`config.mk`:
```
export PLATFORM = sky130hd
export DESIGN_NAME = refpfd_top
export DESIGN_NICKNAME = d
export VERILOG_FILES = /design/src/rtl/refpfd_pkg.sv /design/src/rtl/refpfd_divider.sv /design/src/rtl/refpfd_detector.sv /design/src/rtl/refpfd_sense.sv /design/src/rtl/refpfd_top.sv
export SDC_FILE = /design/constraint.sdc
export NUM_CORES = 1
export LEC_CHECK = 0
export ABC_AREA = 1
export BUFFER_PORTS_ARGS = -buffer_cell sky130_fd_sc_hd__clkbuf_2
export CAP_MARGIN = 0
export CORE_AREA = 2 2 44 87
export DETAILED_ROUTE_END_ITERATION = 7
export DIE_AREA = 0 0 46 89
export GPL_TIMING_DRIVEN = 0
export PLACE_DENSITY = 0.62
export SYNTH_ARGS = -nofsm -noshare
export SYNTH_HDL_FRONTEND = slang
export SYNTH_HIERARCHICAL = 1
export SYNTH_SLANG_ARGS = --single-unit
```
`constraint.sdc`:
```
create_clock -name clk_i -period 1.55 [get_ports clk_i]
set_input_delay 0.31 -clock clk_i [delete_from_list [all_inputs] [get_ports clk_i]]
set_output_delay 0.31 -clock clk_i [all_outputs]
set_load 0.005 [all_outputs]
```
`src/rtl/refpfd_pkg.sv`:
```
package refpfd_pkg;
  localparam int unsigned RATIO_W   = 15;
  localparam int unsigned RATIO_MIN = 3;

  typedef struct packed {
    logic up;
    logic dn;
  } pfd_req_t;
endpackage

```
`src/rtl/refpfd_divider.sv`:
```
module refpfd_divider #(
  parameter int unsigned W    = refpfd_pkg::RATIO_W,
  parameter int unsigned MINR = refpfd_pkg::RATIO_MIN
) (
  input  logic         clk_i,
  input  logic         rst_ni,
  input  logic [W-1:0] ratio_i,
  output logic         tick_o
);
  localparam logic [W-1:0] MIN_V = W'(MINR);

  logic [W-1:0] cnt_q;
  logic [W-1:0] load_v;
  logic         tick_q;
  logic         tc;

  assign tc = (cnt_q == '0);

  // illegal low ratios clamp to the minimum
  always_comb begin
    if (ratio_i < MIN_V) load_v = MIN_V - W'(1);
    else                 load_v = ratio_i - W'(1);
  end

  always_ff @(posedge clk_i or negedge rst_ni) begin
    if (!rst_ni) begin
      cnt_q  <= '0;
      tick_q <= 1'b0;
    end else begin
      tick_q <= tc;
      if (tc) cnt_q <= load_v;
      else    cnt_q <= cnt_q - W'(1);
    end
  end

  assign tick_o = tick_q;
endmodule

```
`src/rtl/refpfd_detector.sv`:
```
module refpfd_detector
  import refpfd_pkg::*;
(
  input  logic     clk_i,
  input  logic     rst_ni,
  input  logic     ref_ev_i,
  input  logic     fb_ev_i,
  output pfd_req_t req_o
);
  pfd_req_t req_q, req_d;
  logic     set_up, set_dn;

  always_comb begin
    set_up = req_q.up | ref_ev_i;
    set_dn = req_q.dn | fb_ev_i;
    // both edges seen: clear in the same step, no overlap cycle
    req_d.up = set_up & ~set_dn;
    req_d.dn = set_dn & ~set_up;
  end

  always_ff @(posedge clk_i or negedge rst_ni) begin
    if (!rst_ni) req_q <= '0;
    else         req_q <= req_d;
  end

  assign req_o = req_q;
endmodule

```
`src/rtl/refpfd_sense.sv`:
```
module refpfd_sense
  import refpfd_pkg::*;
(
  input  logic     invert_i,
  input  pfd_req_t req_i,
  output logic     up_o,
  output logic     dn_o
);
  always_comb begin
    if (invert_i) begin
      up_o = req_i.dn;
      dn_o = req_i.up;
    end else begin
      up_o = req_i.up;
      dn_o = req_i.dn;
    end
  end
endmodule

```
`src/rtl/refpfd_top.sv`:
```
module refpfd_top
  import refpfd_pkg::*;
#(
  parameter int unsigned W = RATIO_W
) (
  input  logic         clk_i,
  input  logic         rst_ni,
  input  logic [W-1:0] ratio_i,
  input  logic         invert_i,
  input  logic         fb_i,
  output logic         up_o,
  output logic         dn_o,
  output logic         div_pulse_o
);
  logic     tick;
  pfd_req_t req;

  refpfd_divider #(.W(W), .MINR(RATIO_MIN)) u_div (
    .clk_i  (clk_i),
    .rst_ni (rst_ni),
    .ratio_i(ratio_i),
    .tick_o (tick)
  );

  refpfd_detector u_det (
    .clk_i   (clk_i),
    .rst_ni  (rst_ni),
    .ref_ev_i(tick),
    .fb_ev_i (fb_i),
    .req_o   (req)
  );

  refpfd_sense u_sense (
    .invert_i(invert_i),
    .req_i   (req),
    .up_o    (up_o),
    .dn_o    (dn_o)
  );

  assign div_pulse_o = tick;
endmodule

```
After elaboration in Yosys (flattened, before gate mapping):

Cells that the tools add are included.
Widths: inputs -> output; s select.

* bits in registers: 18
* bits of input ports: 19
* output and inout port bits: 3
* word-level logic and storage cells: 18

* add/subtract/negate cells: 2
* $lt $le $gt $ge: 1
* mux-type cells: 4
* bitwise operators: 6
* reductions and logical operators: 1

Operators with widths (count)
* $mux 15: 2
* $sub 15x1->15 const B: 2
* $logic_not 15->1: 1
* $lt 15x2->1 const B: 1
* $and 1x1->1: 2
* $mux 1: 2
* $not 1->1: 2
* $or 1x1->1: 2

Depth between registers and ports, before layout:

Gate-level depths: netlist (run 1).

* word-level depth: 3
* gate-level depth with buffers: 8
* depth with buffers taken out: 8

Cells and area by module:

The synthesis (run 1) kept the hierarchy.

By module, submodules not included
* refpfd_divider: instances 1, cells each 198, area each 1367.6 um^2, sequential area each 400.4 um^2
* refpfd_detector: instances 1, cells each 12, area each 87.6 um^2, sequential area each 50.0 um^2
* refpfd_sense: instances 1, cells each 7, area each 26.3 um^2, sequential area each 0.0 um^2

Least setup slack after synthesis (run 1):

Ideal clock, no wire load.

* path type: flip-flop to flip-flop
* start: reg u_div.cnt_q[0]
* end: reg u_div.cnt_q[11]
* data arrival time: 1235 ps
* data required time: 1431 ps
* setup slack: 197 ps
* cell stages (with the launch flop): 8
* period minus slack after synthesis: 1353 ps
* cell sequence: dfrtp_1 inv_1 ha_1 nand2_2 nor2_1 nand4_1 nand2_1 o21ai_2

* cells in the longest elaborated chain, start to end: 2
* elaborated cells between the ends (all ways): 3
* classes of those cells: 1 x add/sub; 1 x mux; 1 x reduce/logical

RTL lines
* start: declaration: line refpfd_divider.sv:12 `logic [W-1:0] cnt_q;`
* start signal: assignment: line refpfd_divider.sv:31 `if (tc) cnt_q <= load_v;`
* start signal: assignment: line refpfd_divider.sv:32 `else cnt_q <= cnt_q - W'(1);`
* $sub 15x1->15 or $logic_not 15->1 (tied branches): line refpfd_divider.sv:32, refpfd_divider.sv:17
* $mux 15 *: line refpfd_divider.sv:31

Mark *: on every way between the ends. The rest lies on a longest branch, timed or not.

Worst setup path in the final report (run 1):

Same ends and word-level chain as after synthesis.

==> results of run 1 <==
-- cell families after synthesis --
group,Yosys count,share of synthesized area (%)
buf+inv,32,8.61
compound gates,15,7.77
simple gates,136,43.2
xor+xnor,14,8.28
flops,18,30.4
fa+ha+maj,2,1.69
-- power groups by stage --
| stage | Sequential (W) | Clock [W] | Combinational (W) |
|---|---|---|---|
| after floorplan | 0.000479 | 0 | 0.0000528 |
| after global placement | 0.000478 | 0 | 0.000108 |
| after detailed placement | 0.000478 | 0 | 0.000109 |
| after CTS | 0.000469 | 0.000393 | 0.000110 |
| after global routing | 0.000469 | 0.000408 | 0.000124 |
| final | 0.000470 | 0.000379 | 0.000106 |
-- flip-flops by register name (all words and copies together), names as in the netlist --
| signal | flops |
|---|---|
| u_det/req_o | 2 |
| u_div/cnt_q | 15 |
| u_div/tick_o | 1 |
-- cell usage in the layout, fill, tap and decap left out, types with 2 or more instances in the layout --
cell type   n
nand3_2     3
nor2_2      6
dfrtp_1    18
xnor2_1     4
inv_1      30
nor2_4      6
xor2_1     10
nand3_1    17
o21ai_0     3
nand2_1    68
nor2_1     29
nand4_1     2
clkbuf_2   21
o21ai_2    10
clkbuf_8    4
-- stage by stage --
stage,setup TNS (ps),hold WS (ps),instances,instance area [um2],power (W)
after floorplan,0,14.4,217,1480,0.000531
after global placement,-162,279,270,1630,0.000587
after detailed placement,-62.0,278,270,1630,0.000588
after CTS,0,2.39,276,1710,0.000972
after global routing,0,31.0,276,1730,0.00100
final,0,-9.89,276,1730,0.000955
-- cell type report --
class	count	area [um2]
Clock buffer	4	55.1
Inverter	31	116
Timing Repair Buffer	23	133
Buffer	1	11.3
Fill cell	354	1650
Tap cell	32	40.0
Sequential cell	18	450
Multi-Input combinational cell	167	926
-- synthesized netlist by cell type --
cell,n
nor2_2,5
o21ai_0,3
nand3b_1,1
nand3_1,17
inv_1,31
nand3_4,1
xor2_1,10
ha_1,2
nand3_2,3
a21boi_1,1
xnor2_1,4
o21ai_1,1
nand2_2,1
nor2_4,5
nand4_1,2
nor2_1,31
buf_6,1
nor3_4,1
or2_1,1
o21ai_2,10
dfrtp_1,18
nand2_1,68
-- routing by layer --
layer | vias up | track usage, % | wire length [um]
li1 | 730 | - | -
met1 | 610 | 16.0 | 1170
met2 | 17 | 37.8 | 2040
met3 | 4 | 0.606 | 46
met4 | 0 | 7.79 | 59
met5 | - | 0 | 0
-- worst paths after layout --
kind / start / end / slack [ps] / depth (start not counted)
max: u_div/cnt_q[0] / u_div/cnt_q[11] / 120 / 7
max in group asynchronous: rst_ni / u_div/cnt_q[11] / 1250 / 1
min reg2reg: u_div/tick_o / u_det/req_o[0] / 540 / 3
max reg2reg: u_div/cnt_q[0] / u_div/cnt_q[11] / 120 / 7
min in group clk_i: ratio_i[0] / u_div/cnt_q[0] / 260 / 2
min: rst_ni / u_div/tick_o / -10 / 1
-- repair_timing --
action                     4_1_cts  5_1_grt
setup buffers                    2        0
setup endpoints to repair       10       15
hold buffers                     0        0
pin swaps                        4        4
resized for setup                2        4
gates cloned                     0        0
==> impl_metrics.env, run 1 <==
export IMPL_tightest_slew_ps=450
export IMPL_drcViolationCount=0
export IMPL_ios=22
export IMPL_timing_final_ws_setup_ps=122
export IMPL_max_cap_violations=0
export IMPL_synthesis_nets=238
export IMPL_p_sw_share_pct=23.1
export IMPL_critPathMaxStageDelay_ps=390
export IMPL_path_max_fanout=5
export IMPL_cts_tree="built"
export IMPL_dieArea_um2=4090
export IMPL_htreeDepth=1
export IMPL_gp_congestion=0.835
export IMPL_die_x_um=46
export IMPL_cp_start_kind="register"
export IMPL_drive_above_1_share_pct=23.8
export IMPL_max_freq_mhz=700
export IMPL_setup_viol=0
export IMPL_worstPathRequired_ps=1690
export IMPL_synth_top_area_share_pct=30.4
export IMPL_status="complete, but fails checks"
export IMPL_slowest_stage="dfrtp_1"
export IMPL_core_area_um2=3380
export IMPL_p_comb_share_pct=11.1
export IMPL_grt_max_degree=19
export IMPL_grt_first_pass_wirelength_um=5380
export IMPL_clkLatencyLatePin_ps=250
export IMPL_dr_pass1_iters=2
export IMPL_fp_row_count=30
export IMPL_wl_per_cell_um=12.0
export IMPL_yosysTopAreaCell="dfrtp_1"
export IMPL_grt_overflow=0
export IMPL_finish_utilization_pct=51.3
export IMPL_syn_inst=217
export IMPL_cts_sinks=18
export IMPL_p_leak_nw=0.875
export IMPL_syn_area_um2=1480
export IMPL_fin_hold_ws_ps=-9.89
export IMPL_vias_per_cell=4.93
export IMPL_gr_usage_all_layers_pct=18.1
export IMPL_period_share_pct=92.1
export IMPL_synth_warning_count=6
export IMPL_syn_area_per_cell_um2=6.83
export IMPL_powerDensity_nw_per_um2=551
export IMPL_cp_top_family="simple AND/OR/NAND/NOR gates"
export IMPL_violations="hold timing"
export IMPL_start_util_pct=43.9
export IMPL_preCtsSetupSlack_ps=-22.5
export IMPL_period_minus_slack_ps=1430
export IMPL_via_count=1361
export IMPL_wl_um=3320
export IMPL_ys_ff_latch=18
export IMPL_hold_class="in -> async"
export IMPL_slew_viol_final=0
export IMPL_fin_nets=266
export IMPL_hold_viol=18
export IMPL_endpoint_kind="register"
export IMPL_rsz0062_at_grt="false"
export IMPL_crit_arrival_ps=1570
export IMPL_grt_pass1_vias=1332
export IMPL_numPortBuffers=21
export IMPL_synth_cell_types=22
export IMPL_p_int_w=0.000734
export IMPL_worstPathCellList="inv_2 > ha_4 > nand2_2 > nor2_2 > nand4_1 > nand2_1 > o21ai_2"
export IMPL_synth_area_leaders="dfrtp_1 30%, nand2_1 17%, inv_1 7.9%"
export IMPL_clockBufferDepth=2
export IMPL_p_clk_share_pct=39.7
export IMPL_ys_seq_area_share_pct=30.4
export IMPL_path_buf_inv=1
export IMPL_antennaDiodeCount=0
export IMPL_clock_skew_final_ps=0.854
export IMPL_ant_nets=0
export IMPL_path_class="reg -> reg"
export IMPL_area_delta_synth_final_pct=16.9
export IMPL_ir_drop_mv=0.358
export IMPL_die_h_um=89
export IMPL_antenna_found_initial=0
export IMPL_p_switching_w=0.000221
export IMPL_numCtsBuffers=3
export IMPL_drt_first_iter_violations=16
export IMPL_dp_hpwl_um=2760
export IMPL_max_slew_margin_rel_pct=70.0
export IMPL_clkTransAtPathRegs_ps=70
export IMPL_seq_power_share_pct=49.2
export IMPL_clockRootBuffer="clkbuf_8"
Power figures use the tool's default switching activity.
==> run 2, diff against run 1 <==
ABC_AREA = unset   (was 1)
CORE_AREA = 2 2 40 78   (was 2 2 44 87)
DIE_AREA = 0 0 42 80   (was 0 0 46 89)
PLACE_DENSITY = 0.63   (was 0.62)
==> impl_metrics.env, run 2 <==
export IMPL_clkLatencyLatePin_ps=260
export IMPL_die_h_um=80
export IMPL_clockRootBuffer="clkbuf_8"
export IMPL_p_int_w=0.000739
export IMPL_grt_first_pass_wirelength_um=5240
export IMPL_area_delta_synth_final_pct=30.3
export IMPL_powerDensity_nw_per_um2=621
export IMPL_antenna_found_initial=0
export IMPL_ios=22
export IMPL_path_class="reg -> reg"
export IMPL_max_cap_violations=0
export IMPL_grt_pass1_vias=1182
export IMPL_cp_start_kind="register"
export IMPL_clockBufferDepth=2
export IMPL_synth_top_area_share_pct=37.9
export IMPL_die_x_um=42
export IMPL_synth_cell_types=34
export IMPL_netlist_top_cells_count="18 x dfrtp_1, 14 x xnor2_1, 11 x nand2_1"
export IMPL_numCtsBuffers=3
export IMPL_drt_first_iter_violations=19
export IMPL_period_minus_slack_ps=2190
export IMPL_cts_tree="built"
export IMPL_slowest_stage="or4_4"
export IMPL_gr_usage_all_layers_pct=20.9
export IMPL_p_sw_share_pct=23.2
export IMPL_cp_startpoint="u_div/cnt_q[5]"
export IMPL_r2r_start="u_div/cnt_q[5]"
export IMPL_p_leak_nw=0.607
export IMPL_rsz0062_at_grt="true"
export IMPL_p_comb_share_pct=10.3
export IMPL_synth_ff_type="dfrtp_1"
export IMPL_vias_per_cell=5.59
export IMPL_timing_final_ws_setup_ps=-640
export IMPL_p_clk_share_pct=40.9
export IMPL_endpoint_kind="register"
export IMPL_clock_skew_final_ps=1.63
export IMPL_dpl_cell_area_um2=1330
export IMPL_drcViolationCount=0
export IMPL_gp_congestion=0.777
export IMPL_ir_drop_mv=0.545
export IMPL_dieArea_um2=3360
export IMPL_path_max_fanout=5
export IMPL_largest_register_ffs=15
export IMPL_dr_pass1_iters=4
export IMPL_layout_common_cells="21 x clkbuf_2, 18 x dfrtp_1, 14 x xnor2_1"
export IMPL_slew_viol_final=0
export IMPL_power_w=0.000962
export IMPL_min_from="fb_i"
export IMPL_dp_hpwl_um=2220
export IMPL_grt_overflow=0
export IMPL_syn_inst=134
export IMPL_seq_power_share_pct=48.8
export IMPL_numPortBuffers=21
export IMPL_syn_area_um2=1190
export IMPL_p_switching_w=0.000223
export IMPL_fp_row_count=27
export IMPL_n_fill_cell=252
export IMPL_synthesis_nets=155
export IMPL_setup_viol=16
export IMPL_hold_class="in -> reg"
export IMPL_grt_max_degree=19
export IMPL_syn_area_per_cell_um2=8.87
export IMPL_core_area_um2=2740
export IMPL_fin_nets=193
export IMPL_largest_register="u_div/cnt_q"
export IMPL_synth_area_leaders="dfrtp_1 38%, xnor2_1 10%, xor2_1 5.2%"
export IMPL_ant_nets=0
export IMPL_violations="setup timing"
export IMPL_critPathMaxStageDelay_ps=560
export IMPL_layout_commonest_cell="clkbuf_2"
export IMPL_antennaDiodeCount=0
export IMPL_htreeDepth=1
export IMPL_drive_above_1_share_pct=31.6
export IMPL_max_freq_mhz=457
export IMPL_wl_per_cell_um=14.8
export IMPL_yosysTopAreaCell="dfrtp_1"
export IMPL_synth_warning_count=6
export IMPL_synth_edf_count=0
export IMPL_worstPathRequired_ps=1710
export IMPL_tightest_slew_ps=612
export IMPL_start_util_pct=43.4
export IMPL_ys_seq_area_share_pct=37.9
export IMPL_finish_utilization_pct=56.6
export IMPL_crit_path_frequent_cell="or4_4"
export IMPL_hold_viol=0
export IMPL_max_slew_margin_rel_pct=59.1
export IMPL_fin_area_um2=1550
export IMPL_wl_um=2970
export IMPL_ys_ff_latch=18
export IMPL_async_flop_share_pct=100
export IMPL_via_count=1118
export IMPL_synth_most_common_cell="dfrtp_1"
export IMPL_status="complete, but fails checks"
export IMPL_cts_sinks=18
export IMPL_crit_arrival_ps=2350
export IMPL_worstPathCellList="or4_4 > or4_4 > nor3_4 > buf_12 > buf_6 > nand2b_4 > o21ai_2"
export IMPL_clkTransAtPathRegs_ps=70
export IMPL_period_share_pct=141
## run 2: changes by cell type after synthesis, moves of 8 or more
cell / change
nand3_1: -13
inv_1: -25
nor2_1: -21
nor3_1: +8
o21ai_2: -10
xnor2_1: +10
nand2_1: -57
## run 2: final cells by class
type	count	area, um2	share of cell area (%)
buffer	1	11.3	0.727
clock buffer	4	55.1	3.55
inverter	6	22.5	1.45
multi-input combinational	109	759	49.0
sequential	18	450	29.1
tap	29	36.3	2.34
timing repair buffer	33	214	13.8
## run 2: layer usage
layer / GRT usage [%] / share of wire (%) / up-vias
li1: - / - / 555
met3: 2.71 / 4.3 / 7
met5: 0 / 0 / -
met2: 40.5 / 59 / 40
met1: 21.4 / 35 / 516
met4: 8.71 / 2.2 / 0
## run 2: metrics by stage
| step | std cells | setup TNS (ps) | setup slack [ps] | hold WS (ps) |
|---|---|---|---|---|
| final | 200 | -9310 | -640 | 220 |
| after CTS | 199 | -8900 | -625 | 224 |
| after global placement | 184 | -10690 | -763 | 272 |
| after floorplan | 134 | -7680 | -548 | 14.4 |
| after global routing | 200 | -10240 | -701 | 246 |
| after detailed placement | 184 | -11150 | -794 | 278 |
## run 2: logic make-up (layout without fill, tap and decap cells)
group	after synthesis	after routing	synth area share, %
AO/OA/AOI/OAI	23	23	11.6
buffers and inverters	7	44	2.53
AND/OR/NAND/NOR	61	61	28.5
multiplexers	2	2	1.89
adder cells (fa/ha/maj)	2	2	2.10
XOR/XNOR	21	21	15.5
flip-flops	18	18	37.9
## run 2: worst paths after layout
| kind | cells past startpoint | endpoint | slack (ps) |
|---|---|---|---|
| worst max register to register | 7 | u_div/cnt_q[7] | -640 |
| worst min-delay path | 2 | u_det/req_o[1] | 220 |
| min in group asynchronous | 2 | u_div/tick_o | 520 |
| max in group asynchronous | 2 | u_div/cnt_q[8] | 720 |
| worst max-delay path | 7 | u_div/cnt_q[7] | -640 |
| worst min register to register | 1 | u_det/req_o[1] | 490 |
## run 2: critical path, delay by kind of cell (launching register included)
family,cells,cell delay (ps)
buffers and inverters,2,250
flip-flops,1,380
AO/OA/AOI/OAI,1,50
AND/OR/NAND/NOR,4,1400
## run 2: repair_timing
item / in CTS / in global routing
pin swaps: 7 / 2
setup buffers: 10 / 1
endpoints found under the setup margin: 16 / 16
hold buffers: 1 / 0
gates cloned: 0 / 0
resized for setup: 3 / 8
endpoints found under the hold margin: 3 / 0
## run 2: power by group through the flow
stage / registers (W) / clock network, W / logic, W
after floorplan: 0.000479 / 0 / 0.0000390
after global placement: 0.000478 / 0 / 0.0000926
after detailed placement: 0.000478 / 0 / 0.0000957
after CTS: 0.000469 / 0.000398 / 0.0000982
after global routing: 0.000469 / 0.000421 / 0.000111
final: 0.000469 / 0.000393 / 0.0000990
==> run 3, diff against run 2 <==
clock period = 2.6 ns   (was 1.55 ns; I/O delays follow)
==> impl_metrics.env, run 3 (same netlist as run 2, synthesis figures left out) <==
export IMPL_status="finished, final reports clean"
export IMPL_numCtsBuffers=3
export IMPL_grt_overflow=0
export IMPL_fin_area_um2=1390
export IMPL_powerDensity_nw_per_um2=406
export IMPL_p_leak_nw=0.535
export IMPL_wl_um=2740
export IMPL_worstPathCellList="or4_4 > or4_4 > nor3_4 > nand2_2 > o22a_1"
export IMPL_grt_max_degree=19
export IMPL_die_x_um=42
export IMPL_grt_first_pass_wirelength_um=4690
export IMPL_period_minus_slack_ps=2390
export IMPL_worst_path_stages=5
export IMPL_drive_above_1_share_pct=22.6
export IMPL_hold_buffers=0
export IMPL_max_freq_mhz=418
export IMPL_hold_class="in -> async"
export IMPL_dieArea_um2=3360
export IMPL_fin_hold_ws_ps=207
export IMPL_clock_skew_final_ps=1.97
export IMPL_hold_viol=0
export IMPL_path_max_fanout=8
export IMPL_via_count=1049
export IMPL_critPathMaxStageDelay_ps=580
export IMPL_clkTransAtPathRegs_ps=70
export IMPL_cp_top_family="simple AND/OR/NAND/NOR gates"
export IMPL_tightest_slew_ps=1190
export IMPL_slew_viol_final=0
export IMPL_ir_drop_mv=0.252
export IMPL_start_util_pct=43.4
export IMPL_p_sw_share_pct=21.9
export IMPL_cp_start_kind="register"
export IMPL_cts_resized=0
export IMPL_slowest_stage="or4_4"
export IMPL_max_slew_margin_rel_pct=19.8
export IMPL_path_class="reg -> reg"
export IMPL_fin_tns_setup_ps=0
export IMPL_finish_utilization_pct=50.6
export IMPL_dr_pass1_iters=4
export IMPL_p_clk_share_pct=40.0
export IMPL_p_int_w=0.000439
export IMPL_period_share_pct=92.0
export IMPL_gp_congestion=0.741
export IMPL_dp_cells=184
export IMPL_clockBufferDepth=2
export IMPL_core_area_um2=2740
export IMPL_vias_per_cell=5.58
export IMPL_p_comb_share_pct=10.2
export IMPL_fin_nets=181
export IMPL_layout_common_cells="21 x clkbuf_2, 18 x dfrtp_1, 14 x xnor2_1"
export IMPL_post_cts_buffers=0
export IMPL_ff2ff_path_depth=5
export IMPL_max_cap_violations=0
export IMPL_ios=22
export IMPL_rsz0062_at_grt="false"
export IMPL_seq_power_share_pct=49.8
export IMPL_setup_viol=0
export IMPL_clockRootBuffer="clkbuf_8"
export IMPL_largest_register_ffs=15
export IMPL_fp_row_count=27
export IMPL_dp_hpwl_um=2270
export IMPL_largest_register="u_div/cnt_q"
export IMPL_gr_usage_all_layers_pct=18.6
export IMPL_grt_pass1_vias=1087
export IMPL_area_delta_synth_final_pct=16.5
export IMPL_wl_per_cell_um=14.6
export IMPL_crit_path_frequent_cell="or4_4"
export IMPL_worstPathRequired_ps=2740
export IMPL_drcViolationCount=0
export IMPL_crit_arrival_ps=2530
export IMPL_drt_first_iter_violations=20
export IMPL_ant_nets=0
export IMPL_endpoint_kind="register"
export IMPL_htreeDepth=1
export IMPL_layout_commonest_cell="clkbuf_2"
export IMPL_antennaDiodeCount=0
export IMPL_path_buf_inv=0
export IMPL_final_cell_count_no_fill=188
export IMPL_antenna_found_initial=0
export IMPL_cts_tree="built"
export IMPL_p_switching_w=0.000123
export IMPL_numPortBuffers=21
export IMPL_die_h_um=80
export IMPL_dpl_cell_area_um2=1330
export IMPL_cts_sinks=18
export IMPL_clkLatencyLatePin_ps=250
## run 3: area by class of cell
class	count	area, um2
flip-flops and latches	18	450
repair buffers	21	105
plain buffers	1	7.51
multi-input cells	109	708
fillers	269	1350
well taps	29	36.3
inverters	6	22.5
clock buffers	4	55.1
## run 3: per-layer routing
| metal | vias to the layer above | global-route usage [%] | part of all wire [%] |
|---|---|---|---|
| met5 | - | 0 | 0 |
| met2 | 29 | 37.8 | 59 |
| met3 | 4 | 2.04 | 3.5 |
| met1 | 489 | 17.6 | 36 |
| met4 | 0 | 7.74 | 1.8 |
| li1 | 527 | - | - |
## run 3: final timing paths
check | start | endpoint | slack (ps)
max | u_div/cnt_q[3] | u_div/cnt_q[1] | 210
max reg2reg | u_div/cnt_q[3] | u_div/cnt_q[1] | 210
min reg2reg | u_det/req_o[0] | u_det/req_o[1] | 480
min in group clk_i | fb_i | u_det/req_o[1] | 440
max in group asynchronous | rst_ni | u_div/cnt_q[4] | 2070
min | rst_ni | u_div/cnt_q[14] | 210
## run 3: through the flow
step                      power [W]  setup slack, ps
after floorplan            0.000309              445
after global placement     0.000340              205
after detailed placement   0.000343             86.4
after CTS                  0.000570              177
after global routing       0.000586             87.8
final                      0.000562              209
## run 3: power groups by stage
stage	Clock [W]	Sequential [W]	Combinational (W)
2_1_floorplan	0	0.000285	0.0000232
3_3_place_gp	0	0.000285	0.0000551
3_5_place_dp	0	0.000285	0.0000575
4_1_cts	0.000232	0.000280	0.0000577
5_1_grt	0.000242	0.000280	0.0000647
6_report	0.000225	0.000280	0.0000574
## run 3: worst reg2reg max path: stages, from the launching register on
cell     delay [ps]
dfrtp_1         450
or4_4           580
or4_4           580
nor3_4          260
nand2_2         200
o22a_1          220
